$ cat config.mk
export PLATFORM = sky130hd
export DESIGN_NAME = ptw_walker
export DESIGN_NICKNAME = d
export VERILOG_FILES = /design/src/rtl/ptw_pkg.sv /design/src/rtl/ptw_entry_attr.sv /design/src/rtl/ptw_addr_gen.sv /design/src/rtl/ptw_perm_check.sv /design/src/rtl/ptw_walker.sv
export SDC_FILE = /design/constraint.sdc
export NUM_CORES = 1
export LEC_CHECK = 0
export CAP_MARGIN = 10
export CORE_MARGIN = 5
export CORE_UTILIZATION = 35
export CTS_BUF_LIST = sky130_fd_sc_hd__clkbuf_16
export DETAILED_ROUTE_END_ITERATION = 7
export GPL_TIMING_DRIVEN = 0
export HOLD_SLACK_MARGIN = 0.15
export SLEW_MARGIN = 10
export SYNTH_ARGS = -nofsm -noshare
export SYNTH_HDL_FRONTEND = slang
export SYNTH_SLANG_ARGS = --single-unit
$ cat constraint.sdc
create_clock -name clk -period 2.7 [get_ports clk]
set_clock_uncertainty 0.15 [all_clocks]
set_input_delay 0.27 -clock clk [delete_from_list [all_inputs] [get_ports clk]]
set_output_delay 0.27 -clock clk [all_outputs]
set_load 0.005 [all_outputs]
$ cat src/rtl/ptw_pkg.sv
`timescale 1ns/1ps
package ptw_pkg;
    // bit positions of the permission fields inside every entry
    localparam int ATTR_W = 3;
    localparam int P_BIT  = 0;
    localparam int RW_BIT = 1;
    localparam int US_BIT = 2;

    typedef enum logic [2:0] {
        ST_IDLE  = 3'd0,
        ST_DIR   = 3'd1,
        ST_TBL   = 3'd2,
        ST_DONE  = 3'd3,
        ST_FAULT = 3'd4
    } walk_st_e;

    typedef enum logic [1:0] {
        FC_NONE   = 2'd0,
        FC_ABSENT = 2'd1,
        FC_PRIV   = 2'd2,
        FC_RDONLY = 2'd3
    } fault_e;

    typedef struct packed {
        logic present;
        logic writable;
        logic user_ok;
    } ent_attr_t;
endpackage

$ cat src/rtl/ptw_entry_attr.sv
`timescale 1ns/1ps
module ptw_entry_attr
    import ptw_pkg::*;
(
    input  logic [ATTR_W-1:0] raw,
    output ent_attr_t         attr
);
    always_comb begin
        attr.present  = raw[P_BIT];
        attr.writable = raw[RW_BIT];
        attr.user_ok  = raw[US_BIT];
    end
endmodule

$ cat src/rtl/ptw_addr_gen.sv
`timescale 1ns/1ps
module ptw_addr_gen #(
    parameter int AW     = 32,
    parameter int DIR_W  = 10,
    parameter int TBL_W  = 10,
    parameter int ENT_SH = 2
) (
    input  logic                     use_tbl,
    input  logic [DIR_W+TBL_W-1:0]   vpn,
    input  logic [DIR_W+TBL_W-1:0]   dir_page,
    input  logic [DIR_W+TBL_W-1:0]   tbl_page,
    output logic [AW-1:0]            addr
);
    localparam int OFF_W = AW - DIR_W - TBL_W;

    logic [AW-1:0] dir_addr;
    logic [AW-1:0] tbl_addr;

    always_comb begin
        dir_addr = {dir_page, {OFF_W{1'b0}}} | (AW'(vpn[DIR_W+TBL_W-1 -: DIR_W]) << ENT_SH);
        tbl_addr = {tbl_page, {OFF_W{1'b0}}} | (AW'(vpn[TBL_W-1:0]) << ENT_SH);
        addr     = use_tbl ? tbl_addr : dir_addr;
    end
endmodule

$ cat src/rtl/ptw_perm_check.sv
`timescale 1ns/1ps
module ptw_perm_check
    import ptw_pkg::*;
(
    input  ent_attr_t dir_attr,
    input  ent_attr_t tbl_attr,
    input  logic      is_write,
    input  logic      is_super,
    input  logic      wp_on,
    output fault_e    cause
);
    logic user_grant;
    logic write_grant;

    always_comb begin
        user_grant  = dir_attr.user_ok  & tbl_attr.user_ok;
        write_grant = dir_attr.writable & tbl_attr.writable;
        // order: absent, privilege, write
        if (!dir_attr.present || !tbl_attr.present)
            cause = FC_ABSENT;
        else if (!is_super && !user_grant)
            cause = FC_PRIV;
        else if (is_write && !write_grant && (!is_super || wp_on))
            cause = FC_RDONLY;
        else
            cause = FC_NONE;
    end
endmodule

$ cat src/rtl/ptw_walker.sv
`timescale 1ns/1ps
module ptw_walker
    import ptw_pkg::*;
#(
    parameter int AW    = 32,
    parameter int DIR_W = 10,
    parameter int TBL_W = 10
) (
    input  logic          clk,
    input  logic          rst_n,
    input  logic          req_valid,
    input  logic [31:0]   req_lin,
    input  logic          req_write,
    input  logic          req_super,
    input  logic          pg_enable,
    input  logic          wp_enable,
    input  logic [31:0]   dir_base,
    output logic          mem_req,
    output logic [31:0]   mem_addr,
    input  logic          mem_rvalid,
    input  logic [31:0]   mem_rdata,
    output logic          done,
    output logic [31:0]   phys_addr,
    output logic          fault,
    output logic [1:0]    fault_cause
);
    localparam int OFF_W = AW - DIR_W - TBL_W;
    localparam int PG_W  = DIR_W + TBL_W;

    typedef struct packed {
        walk_st_e        st;
        logic [AW-1:0]   lin;
        logic            wr;
        logic            sup;
        logic            pg;
        logic            wp;
        logic [PG_W-1:0] dir_pg;
        logic [PG_W-1:0] pde_pg;
        ent_attr_t       pde_attr;
        logic [AW-1:0]   phys;
        fault_e          cause;
    } walk_t;

    walk_t q, d;

    ent_attr_t rd_attr;
    fault_e    perm_cause;
    logic      unused_bits;

    assign unused_bits = ^{mem_rdata[OFF_W-1:ATTR_W], dir_base[OFF_W-1:0]};

    ptw_entry_attr u_attr (
        .raw  (mem_rdata[ATTR_W-1:0]),
        .attr (rd_attr)
    );

    ptw_addr_gen #(
        .AW    (AW),
        .DIR_W (DIR_W),
        .TBL_W (TBL_W),
        .ENT_SH(2)
    ) u_addr (
        .use_tbl  (q.st == ST_TBL),
        .vpn      (q.lin[AW-1:OFF_W]),
        .dir_page (q.dir_pg),
        .tbl_page (q.pde_pg),
        .addr     (mem_addr)
    );

    ptw_perm_check u_perm (
        .dir_attr (q.pde_attr),
        .tbl_attr (rd_attr),
        .is_write (q.wr),
        .is_super (q.sup),
        .wp_on    (q.wp),
        .cause    (perm_cause)
    );

    always_comb begin
        d = q;
        unique case (q.st)
            ST_IDLE: begin
                if (req_valid) begin
                    d.lin    = req_lin;
                    d.wr     = req_write;
                    d.sup    = req_super;
                    d.pg     = pg_enable;
                    d.wp     = wp_enable;
                    d.dir_pg = dir_base[AW-1:OFF_W];
                    d.cause  = FC_NONE;
                    if (pg_enable) begin
                        d.st = ST_DIR;
                    end else begin
                        d.st   = ST_DONE;
                        d.phys = req_lin;
                    end
                end
            end
            ST_DIR: begin
                if (mem_rvalid) begin
                    d.pde_pg   = mem_rdata[AW-1:OFF_W];
                    d.pde_attr = rd_attr;
                    if (!rd_attr.present) begin
                        d.st    = ST_FAULT;
                        d.cause = FC_ABSENT;
                    end else begin
                        d.st = ST_TBL;
                    end
                end
            end
            ST_TBL: begin
                if (mem_rvalid) begin
                    if (perm_cause != FC_NONE) begin
                        d.st    = ST_FAULT;
                        d.cause = perm_cause;
                    end else begin
                        d.st   = ST_DONE;
                        d.phys = {mem_rdata[AW-1:OFF_W], q.lin[OFF_W-1:0]};
                    end
                end
            end
            ST_DONE:  d.st = ST_IDLE;
            ST_FAULT: d.st = ST_IDLE;
            default:  d.st = ST_IDLE;
        endcase
    end

    always_ff @(posedge clk) begin
        if (!rst_n) q <= '0;
        else        q <= d;
    end

    assign mem_req     = (q.st == ST_DIR) || (q.st == ST_TBL);
    assign done        = (q.st == ST_DONE);
    assign fault       = (q.st == ST_FAULT);
    assign phys_addr   = q.phys;
    assign fault_cause = q.cause;

    p_bypass_noread_r1: assert property (@(posedge clk) disable iff (!rst_n)
        mem_req |-> q.pg);
    p_cause_valid_r5: assert property (@(posedge clk) disable iff (!rst_n)
        fault |-> (fault_cause != 2'd0));
    p_priv_user_r6: assert property (@(posedge clk) disable iff (!rst_n)
        (fault && fault_cause == 2'd2) |-> !q.sup);
    p_wp_super_r8: assert property (@(posedge clk) disable iff (!rst_n)
        (fault && fault_cause == 2'd3 && q.sup) |-> q.wp);
    p_done_pulse_r10: assert property (@(posedge clk) disable iff (!rst_n)
        done |=> !done);
    p_fault_pulse_r10: assert property (@(posedge clk) disable iff (!rst_n)
        fault |=> !fault);
    p_exclusive_r10: assert property (@(posedge clk) disable iff (!rst_n)
        !(done && fault));
    p_addr_hold_r10: assert property (@(posedge clk) disable iff (!rst_n)
        (mem_req && !mem_rvalid) |=> (mem_req && $stable(mem_addr)));
endmodule

Word level (Yosys, flattened, before mapping)
Cells that the tools add are included.
- flip-flop bits (word level): 116
- input port bits: 104
- output and inout port bits: 69
- reductions and logical operators: 20
- bitwise operators: 4
- equal/unequal tests: 11
- muxes and demuxes: 20
- operator list (kind ; number):
    two-way mux 32 bit ; 3
    two-way mux 34 bit ; 2
    OR 32 x 12 -> 32 bit ; 2
    one-hot mux 32 bit (2 select lines) ; 1
    two-way mux 59 bit ; 1
    two-way mux 2 bit ; 7
    inequality test 2 bit, second input constant ; 7
    two-way mux 3 bit ; 4
    one-hot mux 3 bit (3 select lines) ; 1
    equality test 3 x 2 -> 1 bit, second input constant ; 2
    one-hot mux 2 bit (3 select lines) ; 1
    AND reduction 6 bit ; 1
    logical NOT 1 bit ; 5
    AND reduction 5 bit ; 1
    AND reduction 2 bit ; 2
    nonzero test 2 bit ; 2
    equality test 3 x 1 -> 1 bit, second input constant ; 1
    equality test 3 bit, second input constant ; 1
    logical AND 1 bit ; 3
    logical NOT 3 bit ; 1
    logical OR 1 bit ; 3
    AND reduction 3 bit ; 1
    nonzero test 3 bit ; 1
    AND 1 bit ; 2

Depth between registers and ports, before layout
Gate-level depths: netlist of run 1.
- word-level depth: 11
- gate-level depth with buffers: 6
- depth with buffers taken out: 4

Modules after synthesis
Synthesis of run 1 repeated with hierarchy kept, for this count alone.
- cells, all modules: 620
- area total of the unflattened synthesis: 5649.2 µm²
- modules (own cells, without submodules) (module ; instances ; area an instance (µm²) ; cells an instance):
    ptw_walker ; 1 ; 5082.4 ; 573
    ptw_addr_gen ; 1 ; 503.0 ; 36
    ptw_perm_check ; 1 ; 41.3 ; 8
    ptw_entry_attr ; 1 ; 22.5 ; 3

Worst setup path before layout of run 1
Ideal clock, no wire load.
- kind: reg-to-output
- from: register q[114] in the netlist's numbering
- to: output port mem_addr[10]
- stages on the path, launching flop included: 7
- setup slack: 888 ps
- path buffers: 3
- data required time: 2280 ps
- arrival time: 1392 ps
- cell sequence: dfxtp_1 -> or3b_1 -> buf_2 -> buf_6 -> clkbuf_1 -> nand2_1 -> nand2_1
- longest elaborated chain between the ends: 2
- ends and longest elaborated chain (what ; line ; text):
    start, declared ; ptw_walker.sv:44 ; walk_t q, d;
    start signal, assigned ; ptw_walker.sv:129 ; if (!rst_n) q <= '0;
    start signal, assigned ; ptw_walker.sv:130 ; else q <= d;
    equality test 3 x 2 -> 1 bit ; ptw_walker.sv:63 ; .use_tbl (q.st == ST_TBL),
    two-way mux 32 bit ; ptw_addr_gen.sv:22 ; addr = use_tbl ? tbl_addr : dir_addr;
    end, declared ; ptw_walker.sv:19 ; output logic [31:0] mem_addr,
No other way between the ends.

Worst setup path in the final report of run 1
- from: register q[115] in the netlist's numbering
- to: output port mem_addr[27]
Same word-level chain as after synthesis.

==> flow_metrics.env, run 1 <==
export IMPL_cp_depth=7
export IMPL_synth_cells=692
export IMPL_die_area_um2=18700
export IMPL_dp_hpwl_um=12500
export IMPL_synth_most_common_cell="nand2_1"
export IMPL_initial_core_util_pct=35.6
export IMPL_leakagePower_nw=3.90
export IMPL_synth_area_leader_cell="dfxtp_1"
export IMPL_vdd_drop_max_v=0.000443
export IMPL_finalHoldViolations=0
export IMPL_ys_ff_latch=115
export IMPL_critPathRequiredTime_ns=2.28
export IMPL_postRouteWirelength_um=16500
export IMPL_cts_inserted_buffers=17
export IMPL_hold_path_class="in2reg"
export IMPL_fin_crit_sh_pct=96.4
export IMPL_syn_cell_area_um2=5630
export IMPL_nets=967
export IMPL_h_tree_depth=4
export IMPL_avgSynthCellArea_um2=8.14
export IMPL_grt_pass1_vias=4806
export IMPL_synth_edf_count=0
export IMPL_rrSetupSlack_ns=0.54
export IMPL_end_kind="primary output"
export IMPL_critPathSlowestCell="clkdlybuf4s50_1"
export IMPL_vias=4916
export IMPL_synthTopCellsByArea="dfxtp_1 41%, nand2_1 21%, a21boi_1 9.7%, mux2_4 6.7%, mux2i_1 5.9%"
export IMPL_core_area_um2=15800
export IMPL_crit_family="buffers and inverters"
export IMPL_grt_setup_unrepaired="yes"
export IMPL_hold_ws_ns=0.153
export IMPL_ys_types=38
export IMPL_slew_headroom_pct=57.8
export IMPL_reg2regPathDepth=6
export IMPL_path_clk_slew_ns=0.05
export IMPL_dieWidth_um=137
export IMPL_slew_violations=0
export IMPL_crit_path_max_fanout=10
export IMPL_async_flop_share_pct=0
export IMPL_route_detailed_wl_per_inst_um=15.1
export IMPL_ys_warn_count=0
export IMPL_grt_max_degree=17
export IMPL_initialDrtViolationCount=252
export IMPL_worst_path_buf_inv=4
export IMPL_final_setup_viol_count=0
export IMPL_fp_row_count=46
export IMPL_grt_overflow_total=0
export IMPL_path_class="reg2out"
export IMPL_cpMostUsedCell="nand2_1"
export IMPL_clockBufferDepth=2
export IMPL_via_per_inst=4.50
export IMPL_io_pin_count=173
export IMPL_antenna_found_initial=0
export IMPL_hold_depth=2
export IMPL_gp_congestion=0.814
export IMPL_clock_sinks=115
export IMPL_tightest_slew_ns=0.631
export IMPL_synth_top_area_share_pct=40.9
export IMPL_port_buffers=148
export IMPL_path_cells="or3b_1, buf_4, buf_8, clkbuf_8, nand2_1, nand2_1, clkdlybuf4s50_1"
export IMPL_status="finished clean"
export IMPL_drt_first_pass_iters=4
export IMPL_tritoncts="built"
export IMPL_fmax_ghz=0.384
export IMPL_max_cap_violations=0
export IMPL_layout_drive_gt1_share_pct=14.9
export IMPL_crit_arrival_ns=2.18
export IMPL_slowest_delay_ns=0.44
export IMPL_synthTopCellsByCount="315 x nand2_1, 115 x dfxtp_1, 73 x a21boi_1"
export IMPL_ant_nets=0
export IMPL_seq_area_frac_synth_pct=40.9
export IMPL_period_needed_ns=2.60
export IMPL_p_per_area_nw_per_um2=621
export IMPL_area_growth_pct=43.6
export IMPL_yosys_most_used_dff="dfxtp_1"
export IMPL_die_h_um=137
export IMPL_utilization_pct=51.1
export IMPL_start_kind="flop"
export IMPL_track_usage_pct=18.3
export IMPL_remaining_drc_errors=0
export IMPL_grt_pass1_wl_um=26100
export IMPL_clk_latency_ns=0.42
export IMPL_cts_root_buffer="clkbuf_16"
-- cells in the final DEF, fill, tap and decap left out, types with 2 or more instances in the layout --
cell | synthesis | final
nand2_1 | 315 | 315
clkdlybuf4s50_1 | 0 | 119
dfxtp_1 | 115 | 112
a21boi_1 | 73 | 73
buf_4 | 36 | 40
mux2i_1 | 33 | 33
mux2_4 | 25 | 25
dlymetal6s2s_1 | 0 | 23
clkbuf_1 | 24 | 21
clkbuf_16 | 0 | 17
buf_2 | 13 | 14
mux2_2 | 6 | 6
dlygate4sd2_1 | 0 | 6
buf_6 | 6 | 5
a21boi_0 | 5 | 5
clkinv_1 | 0 | 4
clkbuf_8 | 0 | 3
and3_1 | 3 | 3
a21oi_1 | 3 | 3
bufinv_16 | 0 | 3
clkinv_2 | 0 | 3
clkinvlp_4 | 0 | 3
nor3b_2 | 2 | 2
inv_1 | 1 | 2
buf_1 | 5 | 2
nand2b_1 | 2 | 2
a31oi_1 | 2 | 2
o21ai_1 | 2 | 2
a221oi_1 | 2 | 2
nand3b_1 | 2 | 2
conb_1 | 1 | 2
dfxtp_2 | 0 | 2
-- worst paths after layout --
kind                             start           end
worst min-delay path             rst_n         q[79]
worst max register to register  q[114]         q[89]
worst max-delay path            q[115]  mem_addr[27]
worst min register to register   q[77]         q[77]
-- flip-flops by register name, indices dropped and copies added, names as in the netlist --
name / flops
fault_cause: 2
phys_addr: 32
q: 81
-- layout make-up --
cell class | count | area (um^2)
Antenna cell | 1 | 2.50
Buffer | 84 | 554
Clock buffer | 17 | 425
Clock inverter | 14 | 146
Fill cell | 1576 | 7740
Inverter | 1 | 3.75
Multi-Input combinational cell | 493 | 2820
Sequential cell | 115 | 2310
Tap cell | 216 | 270
Timing Repair Buffer | 151 | 1560
-- worst reg2reg max path, delay by kind of cell, from the launching register on --
kind                   cells  cell delay [ns]
flip-flops                 1             0.36
AND/OR/NAND/NOR            2             0.69
AO/OA/AOI/OAI              1             0.07
buffers and inverters      3             0.79
-- metrics by stage --
step	setup TNS [ns]	std cells	worst slack, ns	total power [W]	cell area (um^2)
floorplan	0	693	0.888	0.00242	5630
global placement	0	1057	0.0791	0.00286	7390
detailed placement	0	1057	0.0973	0.00287	7390
CTS	0	1089	0.0181	0.00509	8010
global route	-0.00997	1091	-0.00997	0.00527	8080
finish	0	1092	0.0967	0.00502	8080
-- where the power goes --
| part | internal [W] | switching (W) |
|---|---|---|
| Combinational | 0.000514 | 0.000424 |
| Sequential | 0.00182 | 0.0000635 |
| Clock | 0.00142 | 0.000783 |
| Total | 0.00375 | 0.00127 |
-- metal layers --
| layer | vias to the layer above | share of wire, % | track usage, % | routed length [um] |
|---|---|---|---|---|
| met2 | 135 | 46 | 28.1 | 7580 |
| met5 | - | 0 | 0 | 0 |
| met4 | 0 | 1.8 | 6.93 | 303 |
| met3 | 18 | 5.9 | 4.96 | 974 |
| li1 | 2540 | - | - | - |
| met1 | 2223 | 46 | 24.6 | 7630 |
-- logic make-up after synthesis --
logic type | count (synthesis) | synth area share, %
other cells | 1 | 0.0666
xor+xnor | 1 | 0.156
mux | 65 | 13.9
compound gates | 92 | 12.3
simple gates | 333 | 23.5
flops | 115 | 40.9
buf+inv | 85 | 9.16
-- timing repair --
action,in CTS,in global routing
hold endpoints to repair,10,0
hold buffers,1,0
setup buffers,0,2
resized for setup,25,23
endpoints found under the setup margin,30,24
Note: power is estimated with default switching activity, not from simulation.
==> inputs of run 2 (changes only) <==
- CELL_PAD_IN_SITES_DETAIL_PLACEMENT: unset -> 1
- CELL_PAD_IN_SITES_GLOBAL_PLACEMENT: unset -> 2
- CORE_UTILIZATION: 35 -> 29
- HOLD_SLACK_MARGIN: 0.15 -> 0.1
- PLACE_DENSITY_LB_ADDON: unset -> 0.1
==> flow_metrics.env, run 2 (synthesis gave the netlist of run 1 again) <==
export IMPL_totalPowerFinal_w=0.00533
export IMPL_top_layer_used="met4"
export IMPL_ant_nets=0
export IMPL_slew_violations=0
export IMPL_tightest_slew_ns=0.635
export IMPL_startpoint="q[115]"
export IMPL_p_switching_w=0.00128
export IMPL_remaining_drc_errors=0
export IMPL_slew_headroom_pct=57.4
export IMPL_largest_reg_flops=81
export IMPL_postRouteWirelength_um=18500
export IMPL_endpoint="mem_addr[9]"
export IMPL_fin_area_um2=8140
export IMPL_final_common_cell="nand2_1"
export IMPL_critPathRequiredTime_ns=2.28
export IMPL_tns_ns=0
export IMPL_dp_hpwl_um=14600
export IMPL_io_pin_count=173
export IMPL_max_cap_violations=0
export IMPL_grt_pass1_vias=5377
export IMPL_wl_met1_um=8710
export IMPL_cts_root_buffer="clkbuf_16"
export IMPL_grt_setup_unrepaired="no"
export IMPL_regMostFlops="q"
export IMPL_pre_cts_slack_ns=0.00544
export IMPL_ctsHoldBuffers=0
export IMPL_hold_path_class="in2reg"
export IMPL_finalHoldViolations=0
export IMPL_port_buffers=148
export IMPL_die_h_um=149
export IMPL_pwr_share_comb_pct=18.2
export IMPL_grt_max_degree=17
export IMPL_initial_core_util_pct=29.2
export IMPL_grt_pass1_wl_um=28900
export IMPL_leakagePower_nw=3.58
export IMPL_core_area_um2=19300
export IMPL_fin_ws_ns=0.0993
export IMPL_p_sw_share_pct=24.1
export IMPL_p_int_w=0.00404
export IMPL_route_met2_wl_um=8870
export IMPL_antenna_found_initial=0
export IMPL_wl_met3_um=767
export IMPL_clock_sinks=115
export IMPL_period_needed_ns=2.60
export IMPL_rrSetupSlack_ns=0.47
export IMPL_fmax_ghz=0.385
export IMPL_fp_row_count=51
export IMPL_path_clk_slew_ns=0.05
export IMPL_start_kind="flop"
export IMPL_rr_startpoint="q[114]"
export IMPL_track_usage_pct=16.8
export IMPL_crit_arrival_ns=2.18
export IMPL_nets=964
export IMPL_via_per_inst=4.38
export IMPL_fin_crit_sh_pct=96.3
export IMPL_end_kind="primary output"
export IMPL_grt_overflow_total=0
export IMPL_layout_common_cells="315 x nand2_1, 142 x clkdlybuf4s50_1, 112 x dfxtp_1, 73 x a21boi_1, 38 x buf_4"
export IMPL_dpl_cell_area_um2=7450
export IMPL_layoutNonFillerInstCount=1138
export IMPL_final_setup_viol_count=0
export IMPL_drt_first_pass_iters=4
export IMPL_r2r_end="q[99]"
export IMPL_status="finished clean"
export IMPL_initialDrtViolationCount=182
export IMPL_gp_congestion=0.772
export IMPL_clk_latency_ns=0.41
export IMPL_dieWidth_um=149
export IMPL_n_antenna_cell=0
export IMPL_p_per_area_nw_per_um2=655
export IMPL_h_tree_depth=4
export IMPL_crit_path_max_fanout=10
export IMPL_path_class="reg2out"
export IMPL_area_growth_pct=44.5
export IMPL_route_detailed_wl_per_inst_um=16.3
export IMPL_power_frac_seq_pct=35.4
export IMPL_tritoncts="built"
export IMPL_placedCellCount=1106
export IMPL_vias=4986
export IMPL_vdd_drop_max_v=0.000454
export IMPL_clockBufferDepth=2
export IMPL_reg2regPathDepth=6
export IMPL_die_area_um2=22300
export IMPL_cts_inserted_buffers=17
export IMPL_layout_drive_gt1_share_pct=14.7
export IMPL_pwr_share_clk_pct=46.4
[run 2: stage by stage]
stage               hold WS [ns]  util, %
floorplan                  0.255        -
global placement           0.290     38.6
detailed placement         0.298     38.6
CTS                        0.127     42.3
global route               0.156     42.2
finish                     0.140     42.2
[run 2: worst min path at each step]
| stage | slack (ns) | startpoint | end | depth (start not counted) |
|---|---|---|---|---|
| after floorplan | 0.25 | wp_enable | q[77] | 2 |
| after global placement | 0.29 | q[87] | q[87] | 2 |
| after detailed placement | 0.30 | q[62] | q[62] | 2 |
| after CTS | 0.13 | rst_n | q[62] | 2 |
| after global routing | 0.16 | rst_n | q[62] | 2 |
| final | 0.14 | rst_n | q[54] | 2 |
[run 2: area by class of cell]
cell class                 count  area (um^2)
fill                        2291        11100
timing repair buffer         149         1490
buffer                        83          543
sequential                   115         2310
clock inverter                15          220
clock buffer                  17          425
multi-input combinational    493         2820
inverter                       1         3.75
tap                          265          332
[run 2: power by group through the flow]
stage	clock network [W]	registers, W	logic [W]
floorplan	0	0.00190	0.000521
global placement	0	0.00192	0.000956
detailed placement	0	0.00192	0.000975
CTS	0.00254	0.00189	0.000990
global route	0.00261	0.00190	0.00106
finish	0.00247	0.00189	0.000967
[run 2: worst max-delay path, cell delays in order, from the launching register on]
cell and delay [ns]:
dfxtp_2 0.35, nor3b_2 0.29, buf_6 0.22, buf_2 0.25, nand2_1 0.09, nand2_1 0.06, clkdlybuf4s50_1 0.52
[run 2: what timing repair did]
action,4_1_cts,5_1_grt
buffers inserted,1,0
setup endpoints to repair,30,26
gates resized for setup,23,2
[run 2: routing by layer]
metal | global-route usage [%] | up-vias
met3 | 4.44 | 13
li1 | - | 2534
met2 | 28.2 | 95
met5 | 0 | -
met1 | 21.6 | 2344
met4 | 3.98 | 0
